File: src/rtl/usb_rstctl_pkg.sv
package usb_rstctl_pkg;

    // Bit positions of the reset-control register (decoded by software)
    localparam int unsigned B_CS    = 0;
    localparam int unsigned B_HS    = 1;
    localparam int unsigned B_FC    = 2;
    localparam int unsigned B_RX    = 4;
    localparam int unsigned B_TX    = 5;
    localparam int unsigned TXN_LO  = 6;
    localparam int unsigned TXN_W   = 5;
    localparam int unsigned B_IDLE  = 29;

    typedef logic [TXN_W-1:0] txn_t;
    localparam txn_t TXN_ALL = 5'h10;

    typedef enum logic [1:0] {
        CS_IDLE  = 2'd0,
        CS_DRAIN = 2'd1,
        CS_CLEAR = 2'd2
    } cs_state_t;

    // Decoded write request
    typedef struct packed {
        logic cs;
        logic hs;
        logic fc;
        logic rx;
        logic tx;
        txn_t txn;
    } wr_req_t;

    // Register contents as seen by a read
    typedef struct packed {
        logic idle;
        txn_t txn;
        logic tx;
        logic rx;
        logic fc;
        logic hs;
        logic cs;
    } ctl_view_t;

    function automatic wr_req_t decode_wr(input logic [31:0] d);
        wr_req_t r;
        r.cs  = d[B_CS];
        r.hs  = d[B_HS];
        r.fc  = d[B_FC];
        r.rx  = d[B_RX];
        r.tx  = d[B_TX];
        r.txn = d[TXN_LO +: TXN_W];
        return r;
    endfunction

    function automatic logic [31:0] pack_view(input ctl_view_t v);
        logic [31:0] r;
        r                  = '0;
        r[B_CS]            = v.cs;
        r[B_HS]            = v.hs;
        r[B_FC]            = v.fc;
        r[B_RX]            = v.rx;
        r[B_TX]            = v.tx;
        r[TXN_LO +: TXN_W] = v.txn;
        r[B_IDLE]          = v.idle;
        return r;
    endfunction

endpackage

File: src/rtl/rstctl_hold_req.sv
// Set-by-start request that stays busy for at least MIN_CYC cycles and
// until a done handshake is seen; kill drops it at once.
module rstctl_hold_req #(
    parameter int unsigned MIN_CYC = 8
) (
    input  logic clk,
    input  logic rst,
    input  logic start,
    input  logic kill,
    input  logic done,
    output logic busy
);
    localparam int unsigned CW   = (MIN_CYC > 1) ? $clog2(MIN_CYC) : 1;
    localparam logic [CW-1:0] LAST = CW'(MIN_CYC - 1);

    logic [CW-1:0] cnt;

    always_ff @(posedge clk) begin
        if (rst || kill) begin
            busy <= 1'b0;
            cnt  <= '0;
        end else if (!busy) begin
            if (start) begin
                busy <= 1'b1;
                cnt  <= '0;
            end
        end else if (cnt == LAST) begin
            if (done) busy <= 1'b0;
        end else begin
            cnt <= cnt + 1'b1;
        end
    end
endmodule

File: src/rtl/rstctl_core_seq.sv
// Core soft reset: drain until the bus transfer ends, then a clear phase.
module rstctl_core_seq
    import usb_rstctl_pkg::*;
#(
    parameter int unsigned CLR_CYC = 4
) (
    input  logic clk,
    input  logic rst,
    input  logic start,
    input  logic bus_busy,
    output logic active,
    output logic clearing,
    output logic enter_clear
);
    localparam int unsigned CW   = (CLR_CYC > 1) ? $clog2(CLR_CYC) : 1;
    localparam logic [CW-1:0] LAST = CW'(CLR_CYC - 1);

    cs_state_t     state;
    logic [CW-1:0] cnt;

    assign active      = (state != CS_IDLE);
    assign clearing    = (state == CS_CLEAR);
    assign enter_clear = (state == CS_DRAIN) && !bus_busy;

    always_ff @(posedge clk) begin
        if (rst) begin
            state <= CS_IDLE;
            cnt   <= '0;
        end else begin
            unique case (state)
                CS_IDLE:  if (start) state <= CS_DRAIN;
                CS_DRAIN: if (!bus_busy) begin
                    state <= CS_CLEAR;
                    cnt   <= '0;
                end
                CS_CLEAR: begin
                    if (cnt == LAST) state <= CS_IDLE;
                    else             cnt   <= cnt + 1'b1;
                end
                default:  state <= CS_IDLE;
            endcase
        end
    end
endmodule

File: src/rtl/usb_rstctl.sv
module usb_rstctl
    import usb_rstctl_pkg::*;
#(
    parameter int unsigned ADDR_W    = 8,
    parameter logic [ADDR_W-1:0] REG_OFS = 8'h10,
    parameter int unsigned CLR_CYC   = 4,
    parameter int unsigned HS_CYC    = 2,
    parameter int unsigned RX_HOLD   = 8,
    parameter int unsigned KEEP_W    = 4,
    parameter logic [KEEP_W-1:0] KEEP_MASK = 4'hF
) (
    input  logic              clk,
    input  logic              rst,
    input  logic              reg_wr,
    input  logic [ADDR_W-1:0] reg_addr,
    input  logic [31:0]       reg_wdata,
    output logic [31:0]       reg_rdata,
    input  logic              host_mode,
    input  logic              bus_busy,
    input  logic              bus_idle,
    input  logic              rxf_done,
    input  logic              txf_done,
    output logic              usb_abort,
    output logic              bus_abort,
    output logic              csr_clear,
    output logic [KEEP_W-1:0] csr_keep,
    output logic              hclk_rst,
    output logic              frm_cnt_rst,
    output logic              rxf_flush,
    output logic              txf_flush,
    output logic [TXN_W-1:0]  txf_sel
);
    wr_req_t   req;
    logic      wr_hit, wr_sub;
    logic      cs_active, cs_clear, cs_enter;
    logic      hs_busy, rx_busy, tx_busy;
    logic      fc_q;
    txn_t      txn_q;
    ctl_view_t view;

    assign req    = decode_wr(reg_wdata);
    // writes are dropped for the whole core reset
    assign wr_hit = reg_wr && (reg_addr == REG_OFS) && !cs_active;
    // core reset wins over any other action in the same write
    assign wr_sub = wr_hit && !req.cs;

    rstctl_core_seq #(.CLR_CYC(CLR_CYC)) u_core (
        .clk(clk), .rst(rst), .start(wr_hit && req.cs), .bus_busy(bus_busy),
        .active(cs_active), .clearing(cs_clear), .enter_clear(cs_enter)
    );

    rstctl_hold_req #(.MIN_CYC(HS_CYC)) u_hs (
        .clk(clk), .rst(rst), .start(wr_sub && req.hs), .kill(cs_enter),
        .done(1'b1), .busy(hs_busy)
    );

    rstctl_hold_req #(.MIN_CYC(RX_HOLD)) u_rx (
        .clk(clk), .rst(rst), .start(wr_sub && req.rx), .kill(cs_enter),
        .done(rxf_done), .busy(rx_busy)
    );

    rstctl_hold_req #(.MIN_CYC(1)) u_tx (
        .clk(clk), .rst(rst), .start(wr_sub && req.tx), .kill(cs_enter),
        .done(txf_done), .busy(tx_busy)
    );

    always_ff @(posedge clk) begin
        if (rst) begin
            fc_q  <= 1'b0;
            txn_q <= '0;
        end else begin
            fc_q <= wr_sub && req.fc && host_mode;
            if (cs_enter)
                txn_q <= '0;
            else if (wr_sub && !tx_busy)
                txn_q <= req.txn;
        end
    end

    always_comb begin
        view.idle = bus_idle;
        view.txn  = txn_q;
        view.tx   = tx_busy;
        view.rx   = rx_busy;
        view.fc   = fc_q;
        view.hs   = hs_busy;
        view.cs   = cs_active;
    end

    assign reg_rdata   = (reg_addr == REG_OFS) ? pack_view(view) : 32'h0;
    assign usb_abort   = cs_active;
    assign bus_abort   = cs_clear;
    assign csr_clear   = cs_clear;
    assign csr_keep    = cs_clear ? KEEP_MASK : '0;
    assign hclk_rst    = hs_busy;
    assign frm_cnt_rst = fc_q;
    assign rxf_flush   = rx_busy || cs_clear;
    assign txf_flush   = tx_busy || cs_clear;
    assign txf_sel     = cs_clear ? TXN_ALL : txn_q;
endmodule

File: config.mk
export PLATFORM = sky130hd
export DESIGN_NAME = usb_rstctl
export DESIGN_NICKNAME = d
export VERILOG_FILES = /design/src/rtl/usb_rstctl_pkg.sv /design/src/rtl/rstctl_hold_req.sv /design/src/rtl/rstctl_core_seq.sv /design/src/rtl/usb_rstctl.sv
export SDC_FILE = /design/constraint.sdc
export NUM_CORES = 1
export LEC_CHECK = 0
export ABC_AREA = 1
export ABC_CLOCK_PERIOD_IN_PS = 3800
export BUFFER_PORTS_ARGS = -buffer_cell sky130_fd_sc_hd__buf_4
export CAP_MARGIN = 20
export CORE_UTILIZATION = 41
export DETAILED_ROUTE_END_ITERATION = 12
export GPL_ROUTABILITY_DRIVEN = 0
export GPL_TIMING_DRIVEN = 0
export PLACE_DENSITY = 0.81
export REMOVE_ABC_BUFFERS = 1
export SYNTH_ARGS = -nofsm -noshare
export SYNTH_HDL_FRONTEND = slang
export SYNTH_HIERARCHICAL = 1
export SYNTH_SLANG_ARGS = --single-unit
File: constraint.sdc
create_clock -name clk -period 3.8 [get_ports clk]
set_clock_uncertainty 0.2 [all_clocks]
set_input_delay 0.38 -clock clk [delete_from_list [all_inputs] [get_ports clk]]
set_output_delay 0.38 -clock clk [all_outputs]
set_load 0.02 [all_outputs]
== Word-level counts from Yosys, hierarchy flattened ==
Index checks and enable logic that the tools add are counted.
W data, S select, Z words.
Operators by class
  add/sub/neg operators: 4
  multipliers: 0
  divide/modulo/power cells: 0
  $lt $le $gt $ge: 0
  equality and inequality tests: 10
  shift-type cells: 0
  muxes and demuxes: 30
  bitwise gates (word level): 0
  reduce and logical (&&, ||, !) cells: 28
Operator list (number)
  $mux W30: 1
  $mux W1: 17
  $logic_and A1 B1 Y1: 11
  $mux W2: 5
  $reduce_bool A2 Y1: 5
  $mux W3: 3
  $eq A8 B5 Y1 const B: 1
  $ne A2 B2 Y1 const B: 3
  $pmux W2 S3: 1
  $reduce_and A3 Y1: 2
  $mux W5: 1
  $eq A2 B2 Y1 const B: 2
  $logic_not A1 Y1: 4
  $mux W4: 1
  $ne A2 B1 Y1 const B: 2
  $pmux W2 S2: 1
  $add A3 B1 Y3 const B: 1
  $eq A3 B3 Y1 const B: 1
  $logic_or A1 B1 Y1: 3
  $add A1 B1 Y1 const B: 2
  $add A2 B1 Y2 const B: 1
  $eq A2 B1 Y1 const B: 1
  $logic_not A2 Y1: 1
  $reduce_and A2 Y1: 1
  $reduce_or A2 Y1: 1
Word-level totals
  bits in registers: 18
  bits in latches: 0
  memory bits (writable): 0
  memory bits (read-only): 0
  input port bits: 48
  output and inout port bits: 48
  logic and storage cells: 82
  memories kept: 0

== Depth between registers and ports, before layout ==
Gate-level depths: netlist (run 1).
  word-level depth: 7
  gate-level depth with buffers: 10
  gate-level depth less buffers: 10

== Modules after synthesis ==
The synthesis (run 1) kept the hierarchy.
Modules (own cells, without submodules)
  usb_rstctl: times used 1, cells an instance 109, area an instance 635.6 um^2, seq. area each 120.1 um^2
  rstctl_core_seq: times used 1, cells an instance 26, area an instance 197.7 um^2, seq. area each 80.1 um^2
  rstctl_hold_req (u_rx): times used 1, cells an instance 24, area an instance 192.7 um^2, seq. area each 80.1 um^2
  rstctl_hold_req (u_hs): times used 1, cells an instance 16, area an instance 96.3 um^2, seq. area each 40.0 um^2
  rstctl_hold_req (u_tx): times used 1, cells an instance 6, area an instance 41.3 um^2, seq. area each 20.0 um^2

== Least setup slack after synthesis (run 1) ==
Ideal clock, no wire load.
  path type: flip-flop to output port
  from: register u_core.state[1]
  to: output rxf_flush
  data arrival time: 1.392 ns
  data required time: 3.220 ns
  slack: 1.828 ns
  cell stages (with the launch flop): 5
  buffers on the path: 0
  cell sequence: dfxtp_1 inv_2 nor2_1 inv_1 nand2_1
Between the ends
  longest elaborated chain between the ends: 2
Ends and longest elaborated chain
  from (decl): RTL line rstctl_core_seq.sv:18  | cs_state_t state;
  from (signal assigned): RTL line rstctl_core_seq.sv:27  | state <= CS_IDLE;
  from (signal assigned): RTL line rstctl_core_seq.sv:31  | CS_IDLE: if (start) state <= CS_DRAIN;
  from (signal assigned): RTL line rstctl_core_seq.sv:33  | state <= CS_CLEAR;
  $eq A2 B2 Y1: RTL line rstctl_core_seq.sv:22  | assign clearing = (state == CS_CLEAR);
  named net bus_abort: RTL line usb_rstctl.sv:24  | output logic bus_abort,
  $logic_or A1 B1 Y1: RTL line usb_rstctl.sv:97  | assign rxf_flush = rx_busy || cs_clear;
  to (decl): RTL line usb_rstctl.sv:29  | output logic rxf_flush,
The timed path passes the listed nets, and every way through them passes these cells.

== Worst setup path in the final report (run 1) ==
  from: register u_core.state[1]
  to: output txf_flush
Between the ends
  longest elaborated chain between the ends: 2
Ends and longest elaborated chain
  $eq A2 B2 Y1: RTL line rstctl_core_seq.sv:22
  $logic_or A1 B1 Y1: RTL line usb_rstctl.sv:98  | assign txf_flush = tx_busy || cs_clear;
  to (decl): RTL line usb_rstctl.sv:30  | output logic txf_flush,
Every way passes these cells.

==> out/qor.txt, run 1 <==
OUTCOME
--------------------------------------------------------------------------------------------------------
Result of the run                                                                           complete, no violations

TIMING
--------------------------------------------------------------------------------------------------------
Fin crit period                                                                                  2.36 ns
Final setup violation count                                                                            0
Normalized max-slew margin                                                                         0.540
Slew at the pin with the worst max-slew slack                                                   0.688 ns
Final hold viol count                                                                                  0
Number of pins with negative max-slew slack in the final report                                        0
Final cycle utilization of the critical path                                                       0.622
Unrepaired setup endpoints after global routing                                                       no
Total negative slack for setup checks                                                               0 ns
Max frequency                                                                                    423 MHz

CTS
--------------------------------------------------------------------------------------------------------
Clock Tree Root                                                                                 clkbuf_4
Post-CTS clock slew at the launch and capture registers of the worst setup and hold paths        0.10 ns
Setup fix buffers added after clock tree synthesis                                                     0
Clock insertion delay at the later pin of the skew report                                        0.29 ns
Total number of H-tree levels                                                                          1
Hold Buf Count CTS                                                                                     0
CTS tree                                                                                           built
Number of CTS-inserted buffers                                                                         3
Number of instances resized during post-cts repair                                                     0
Sink Count                                                                                            17
Max Buffers Root-to-Sink                                                                               2

ROUTING
--------------------------------------------------------------------------------------------------------
Total wire length                                                                                2.27 mm
Via count normalized by instance count                                                              4.34
Final antenna-violating net count                                                                      0
Total via count after detailed routing                                                              1128
Residual DRC count                                                                                     0
Wire per inst                                                                                    8.72 µm
Violation count after the first detailed-routing iteration                                            16
Iteration count of the initial detailed-routing pass                                                   4

SYNTHESIS
--------------------------------------------------------------------------------------------------------
Warnings from Yosys                                                                                    6
Simple-Gate Fraction of Synth Area                                                                 0.348
Post-Syn Instances                                                                                   181
Cell type with the highest aggregate area in the netlist                                         dfxtp_1
Register bit total from synthesis                                                                     17
Distinct cell type count of the synthesized netlist                                                   21
Mapped cell area                                                                                1160 µm²
Area fraction in compound gates after synthesis                                                   0.0387
Multiplexer fraction of the synthesized cell area                                                      0
Cells taking the most area after synthesis                                                  dfxtp_1, buf_4, nor2_1, inv_1, nand2_1
Parity-gate share of the synthesized area counting xor and xnor cells                                  0
Share of the yosys chip area belonging to registers                                                0.292
Area share of the largest cell type after synthesis                                                0.292
Post-synthesis area per instance                                                                6.43 µm²
Adder-cell share of the synthesized area                                                          0.0323
Main combinational cell family by area after synthesis                                      simple AND/OR/NAND/NOR gates

FLOORPLANNING
--------------------------------------------------------------------------------------------------------
Horizontal die dimension                                                                         55.3 µm
Die Y                                                                                            55.3 µm
Site Rows                                                                                             18
I/O Pins                                                                                              96
Full die area                                                                                   3060 µm²
Core outline area                                                                               2570 µm²
Initial standard-cell utilization of the core                                                      0.453

POWER
--------------------------------------------------------------------------------------------------------
Power density normalized to cell area                                                         217 nW/µm²
Peak supply drop                                                                                  174 µV
Switching power                                                                                0.0857 mW
Fraction of power consumed by the clock network                                                    0.298
Sw Ratio                                                                                           0.265
Reg power frac                                                                                     0.551
Static Leak                                                                                     0.822 nW
Internal Pwr Total                                                                              0.238 mW
Fraction of power consumed by combinational cells                                                  0.151

WORST SETUP PATH
--------------------------------------------------------------------------------------------------------
Data arrival time of the worst path                                                              1.78 ns
Type of the setup path with the least slack                                                 flop to primary output
Maximum fanout along the worst path                                                                   11
Crit path launch type                                                                               flop
WP data required                                                                                 3.22 ns
CP Capture Type                                                                             primary output

CELLS AND AREA
--------------------------------------------------------------------------------------------------------
Final-layout fill cell count                                                                         266
Final net count                                                                                      282
Area growth from synthesis to layout                                                               28.3%
# diodes                                                                                               0
Final Core Density                                                                                 0.581
Share of cells above drive strength 1                                                              0.287
Number of cells in the finished layout apart from fillers                                            260

GLOBAL ROUTE
--------------------------------------------------------------------------------------------------------
First-pass GRT wire length                                                                       3.74 mm
Grt total ovfl                                                                                         0
Overall global routing resource usage                                                              0.150
Number of global-route vias before repair                                                            892
Initial antenna violation count                                                                        0
Maximum number of pins on one net before global-route repair                                          13

MIN PATH
--------------------------------------------------------------------------------------------------------
Min-delay worst type                                                                        input port to flop

PLACE
--------------------------------------------------------------------------------------------------------
Dpl cells                                                                                            256
Placed wire-length estimate                                                                      1.83 mm
Port buffer count                                                                                     52

RUN
--------------------------------------------------------------------------------------------------------
Number of violations of the max-capacitance limit                                                      0

-- per-layer routing --
metal	global-route usage	wire length [µm]
met5	0	0
met4	0.0643	37
met3	0.0375	179
met2	0.244	1060
met1	0.186	987
-- cell usage after synthesis --
| cell | number |
|---|---|
| a21oi_1 | 9 |
| buf_2 | 1 |
| buf_4 | 26 |
| conb_1 | 2 |
| dfxtp_1 | 17 |
| ha_1 | 3 |
| inv_1 | 31 |
| inv_2 | 3 |
| nand2_1 | 28 |
| nand2_2 | 2 |
| nand3_1 | 7 |
| nand3_2 | 2 |
| nand3b_1 | 1 |
| nand4_1 | 2 |
| nand4_4 | 1 |
| nor2_1 | 40 |
| nor2_2 | 2 |
| nor2_4 | 1 |
| nor3_1 | 1 |
| nor4_1 | 1 |
| or2_1 | 1 |
-- final timing paths --
check,from,endpoint,slack [ns],depth (start not counted)
worst max register to register,u_core/state[1]$_SDFFE_PP0P_,u_rx/cnt[2]$_SDFFE_PP0P_,2.05,8
worst min-delay path,reg_wdata[9],txn_q[3]$_SDFFE_PP0P_,0.11,3
worst min register to register,u_hs/cnt$_SDFFE_PP0P_,u_hs/cnt$_SDFFE_PP0P_,0.26,2
worst max-delay path,u_core/state[1]$_SDFFE_PP0P_,txf_flush,1.44,5
-- power by group through the flow --
stage	Combinational (mW)	Clock, mW	Sequential [mW]
after floorplan	0.0262	0	0.182
after global placement	0.0481	0	0.182
after detailed placement	0.0484	0	0.182
after CTS	0.0485	0.102	0.178
after global routing	0.0529	0.109	0.178
final	0.0488	0.0965	0.178
-- worst max-delay path, stage by stage, from the launching register on --
cell,delay (ns)
dfxtp_1,0.44
inv_2,0.07
nor2_1,0.53
inv_1,0.19
nand2_1,0.11
buf_4,0.14
-- area by class of cell --
cell class | instances | area [µm²] | area share
flip-flops and latches | 17 | 340 | 0.228
repair buffers | 52 | 390 | 0.262
well taps | 30 | 37.5 | 0.0251
inverters | 34 | 128 | 0.0855
multi-input cells | 123 | 571 | 0.382
clock buffers | 4 | 26.3 | 0.0176
-- cells by family (layout without fill, tap and decap cells) --
| kind of cell | count (synthesis) | after routing |
|---|---|---|
| flip-flops | 17 | 17 |
| buffers and inverters | 61 | 90 |
| AO/OA/AOI/OAI | 9 | 9 |
| adder cells (fa/ha/maj) | 3 | 3 |
| AND/OR/NAND/NOR | 89 | 89 |
| other | 2 | 22 |
-- cell usage in the layout (no fill, tap or decap), types with 2 or more instances in the layout --
| cell | n |
|---|---|
| nand4_1 | 2 |
| nor2_2 | 2 |
| inv_1 | 31 |
| buf_4 | 52 |
| conb_1 | 22 |
| nor2_1 | 40 |
| nand2_1 | 28 |
| a21oi_1 | 9 |
| dfxtp_1 | 17 |
| nand3_1 | 7 |
| inv_2 | 3 |
| ha_1 | 3 |
| nand3_2 | 2 |
| clkbuf_4 | 3 |
| nand2_2 | 2 |
-- per-stage QoR --
stage,power (mW),hold WS (ns),worst slack [ns],area [µm²]
detailed placement,0.231,0.248,1.74,1470
CTS,0.329,0.0973,1.39,1490
floorplan,0.209,0.234,0.635,1040
global placement,0.230,0.250,1.72,1470
finish,0.324,0.108,1.44,1490
global route,0.340,0.102,1.24,1490
-- flip-flops by register name (all words and copies together) (netlist names) --
name          count
txn_q             5
u_rx/cnt          3
u_core/cnt        2
u_core/state      2
frm_cnt_rst       1
u_hs/busy         1
u_hs/cnt          1
u_rx/busy         1
u_tx/busy         1
Power figures use the tool's default switching activity.
==> run 2: changes to the inputs <==
ABC_CLOCK_PERIOD_IN_PS = 2000   (was 3800)
CORE_UTILIZATION = 35   (was 41)
PLACE_DENSITY = 0.74   (was 0.81)
clock period = 2 ns   (was 3.8 ns; I/O delays follow)
==> run 2 against run 1 <==
Net effect: sequential share of layout area fell by 1.9 points; worst setup slack worse by 1.2 ns; register-to-register slack worse by 1.8 ns; global-route usage fell by 0.58 points; non-clock buffer count is 11 higher; worst hold slack got worse by 0.020 ns; first-iteration DRC count increased by 88%; clock power up 90%; sequential cell count did not move; clock-buffer cell count did not move; via count down 0.71%; cell count is 9.6% higher; highest routed layer unchanged.
==> out/qor.txt, run 2 (synthesis gave the netlist of run 1 again) <==
ROUTING
--------------------------------------------------------------------------------------------------------
Total via count after detailed routing                                                              1120
Total wire length                                                                                2.42 mm
Via count normalized by instance count                                                              3.93
Wire per inst                                                                                    8.49 µm
Residual DRC count                                                                                     0
Iteration count of the initial detailed-routing pass                                                   4
Violation count after the first detailed-routing iteration                                            30
Final antenna-violating net count                                                                      0

WORST SETUP PATH
--------------------------------------------------------------------------------------------------------
Total buffers and inverters traversed by the critical path                                             3
Ordered cell list for the critical path                                                     inv_2 -> nor2_4 -> inv_1 -> nand2_1 -> buf_4
Crit path launch type                                                                               flop
CP Capture Type                                                                             primary output
Cell type of the slowest stage on the worst timing path                                          dfxtp_1
WP data required                                                                                 1.60 ns
Data arrival time of the worst path                                                              1.39 ns
Critical Path Max Stage Delay                                                                    0.44 ns
Type of the setup path with the least slack                                                 flop to primary output
Maximum fanout along the worst path                                                                   11
Top delay family on crit path                                                                 flip-flops

CTS
--------------------------------------------------------------------------------------------------------
Total number of H-tree levels                                                                          1
Post-CTS clock slew at the launch and capture registers of the worst setup and hold paths        0.10 ns
Clock Tree Root                                                                                 clkbuf_4
Max Buffers Root-to-Sink                                                                               2
Clock insertion delay at the later pin of the skew report                                        0.29 ns
CTS tree                                                                                           built
Setup fix buffers added after clock tree synthesis                                                     0
Number of CTS-inserted buffers                                                                         3
Sink Count                                                                                            17

CELLS AND AREA
--------------------------------------------------------------------------------------------------------
# diodes                                                                                               0
Area used by sequential logic in the layout                                                      340 µm²
Final-layout fill cell count                                                                         332
Register with the most flip-flops                                                                  txn_q
Share of cells above drive strength 1                                                              0.278
Top flop regs                                                                               txn_q (5), u_rx/cnt (3)
Area growth from synthesis to layout                                                               39.9%
Most common cell after layout, fill and taps aside                                                 buf_4
Final net count                                                                                      293
Commonest cells after routing, fill and taps aside                                          buf_4, nor2_1, inv_1, nand2_1, conb_1
Flip-flop count of the largest register after layout                                                   5
Multi-input logic area                                                                           578 µm²

TIMING
--------------------------------------------------------------------------------------------------------
Final hold viol count                                                                                  0
Final setup violation count                                                                            0
Unrepaired setup endpoints after global routing                                                       no
Fin crit period                                                                                  1.79 ns
Number of pins with negative max-slew slack in the final report                                        0
Fin worst setup slack                                                                           0.213 ns
Max frequency                                                                                    559 MHz
Total negative slack for setup checks                                                               0 ns
Final cycle utilization of the critical path                                                       0.894

FLOORPLANNING
--------------------------------------------------------------------------------------------------------
Initial standard-cell utilization of the core                                                      0.375
Die Y                                                                                            59.7 µm
Horizontal die dimension                                                                         59.7 µm
I/O Pins                                                                                              96
Full die area                                                                                   3560 µm²
Site Rows                                                                                             20
Core outline area                                                                               3100 µm²

GLOBAL ROUTE
--------------------------------------------------------------------------------------------------------
First-pass GRT wire length                                                                       3.90 mm
Overall global routing resource usage                                                              0.144
Number of global-route vias before repair                                                            942
Maximum number of pins on one net before global-route repair                                          13
Grt total ovfl                                                                                         0
Initial antenna violation count                                                                        0

RUN
--------------------------------------------------------------------------------------------------------
Number of violations of the max-capacitance limit                                                      0

PLACE
--------------------------------------------------------------------------------------------------------
Placed wire-length estimate                                                                      1.85 mm
Port buffer count                                                                                     52
Pre-CTS setup slack                                                                             0.156 ns

POWER
--------------------------------------------------------------------------------------------------------
Peak supply drop                                                                                  210 µV
Static Leak                                                                                     0.866 nW
Power density normalized to cell area                                                         388 nW/µm²

OUTCOME
--------------------------------------------------------------------------------------------------------
Result of the run                                                                           complete, no violations

MIN PATH
--------------------------------------------------------------------------------------------------------
Min-delay worst type                                                                        input port to flop

[run 2: changes by cell type in the layout (fill, tap and decap cells not counted), sizes merged]
| cell | previous run | this run |
|---|---|---|
| dlygate4sd3 | 0 | 11 |
[run 2: path summary, 6_finish.rpt]
| kind | slack, ns | cells past startpoint | end | start |
|---|---|---|---|---|
| hold reg to reg | 0.27 | 2 | u_hs/cnt$_SDFFE_PP0P_ | u_hs/cnt$_SDFFE_PP0P_ |
| hold / removal | 0.09 | 5 | u_rx/busy$_SDFF_PP0_ | reg_wdata[4] |
| setup / recovery | 0.21 | 5 | txf_sel[4] | u_core/state[1]$_SDFFE_PP0P_ |
| setup reg to reg | 0.26 | 8 | u_rx/cnt[2]$_SDFFE_PP0P_ | u_core/state[1]$_SDFFE_PP0P_ |
[run 2: report_power, final]
part	internal [mW]	switching, mW
Combinational	0.0498	0.0602
Sequential	0.338	0.000146
Clock	0.0775	0.106
[run 2: cell type report]
class / instances / area share
Sequential cell: 17 / 0.209
Multi-Input combinational cell: 123 / 0.355
Timing Repair Buffer: 63 / 0.307
Clock buffer: 4 / 0.0161
Inverter: 34 / 0.0784
Tap cell: 44 / 0.0338
[run 2: worst min-delay path, cell delays in order]
cell     delay, ns
buf_4         0.11
inv_1         0.04
nor2_1        0.04
nand2_2       0.09
a21oi_1       0.06
[run 2: repair_timing]
| action | in CTS | in global routing |
|---|---|---|
| endpoints found under the hold margin | 12 | 0 |
| endpoints found under the setup margin | 13 | 3 |
| hold buffers | 11 | 0 |
| resized for setup | 1 | 1 |
[run 2: metrics by stage]
| step | util | cell area (µm²) | hold slack, ns | std cells | power, mW |
|---|---|---|---|---|---|
| 2_1_floorplan | - | 1040 | 0.0691 | 174 | 0.396 |
| 3_3_place_gp | 0.478 | 1480 | 0.222 | 270 | 0.438 |
| 3_5_place_dp | 0.478 | 1480 | 0.227 | 270 | 0.439 |
| 4_1_cts | 0.523 | 1620 | 0.0692 | 285 | 0.643 |
| 5_1_grt | 0.525 | 1630 | 0.0873 | 285 | 0.665 |
| 6_report | 0.525 | 1630 | 0.0875 | 285 | 0.632 |
[run 2: routing by layer]
layer / vias up / wire, µm / GRT usage / part of all wire
met5: - / 0 / 0 / 0
met4: 0 / 10 / 0.0299 / 0.0041
met3: 2 / 168 / 0.0455 / 0.069
met2: 42 / 1170 / 0.254 / 0.48
met1: 464 / 1070 / 0.170 / 0.44
li1: 612 / - / - / -
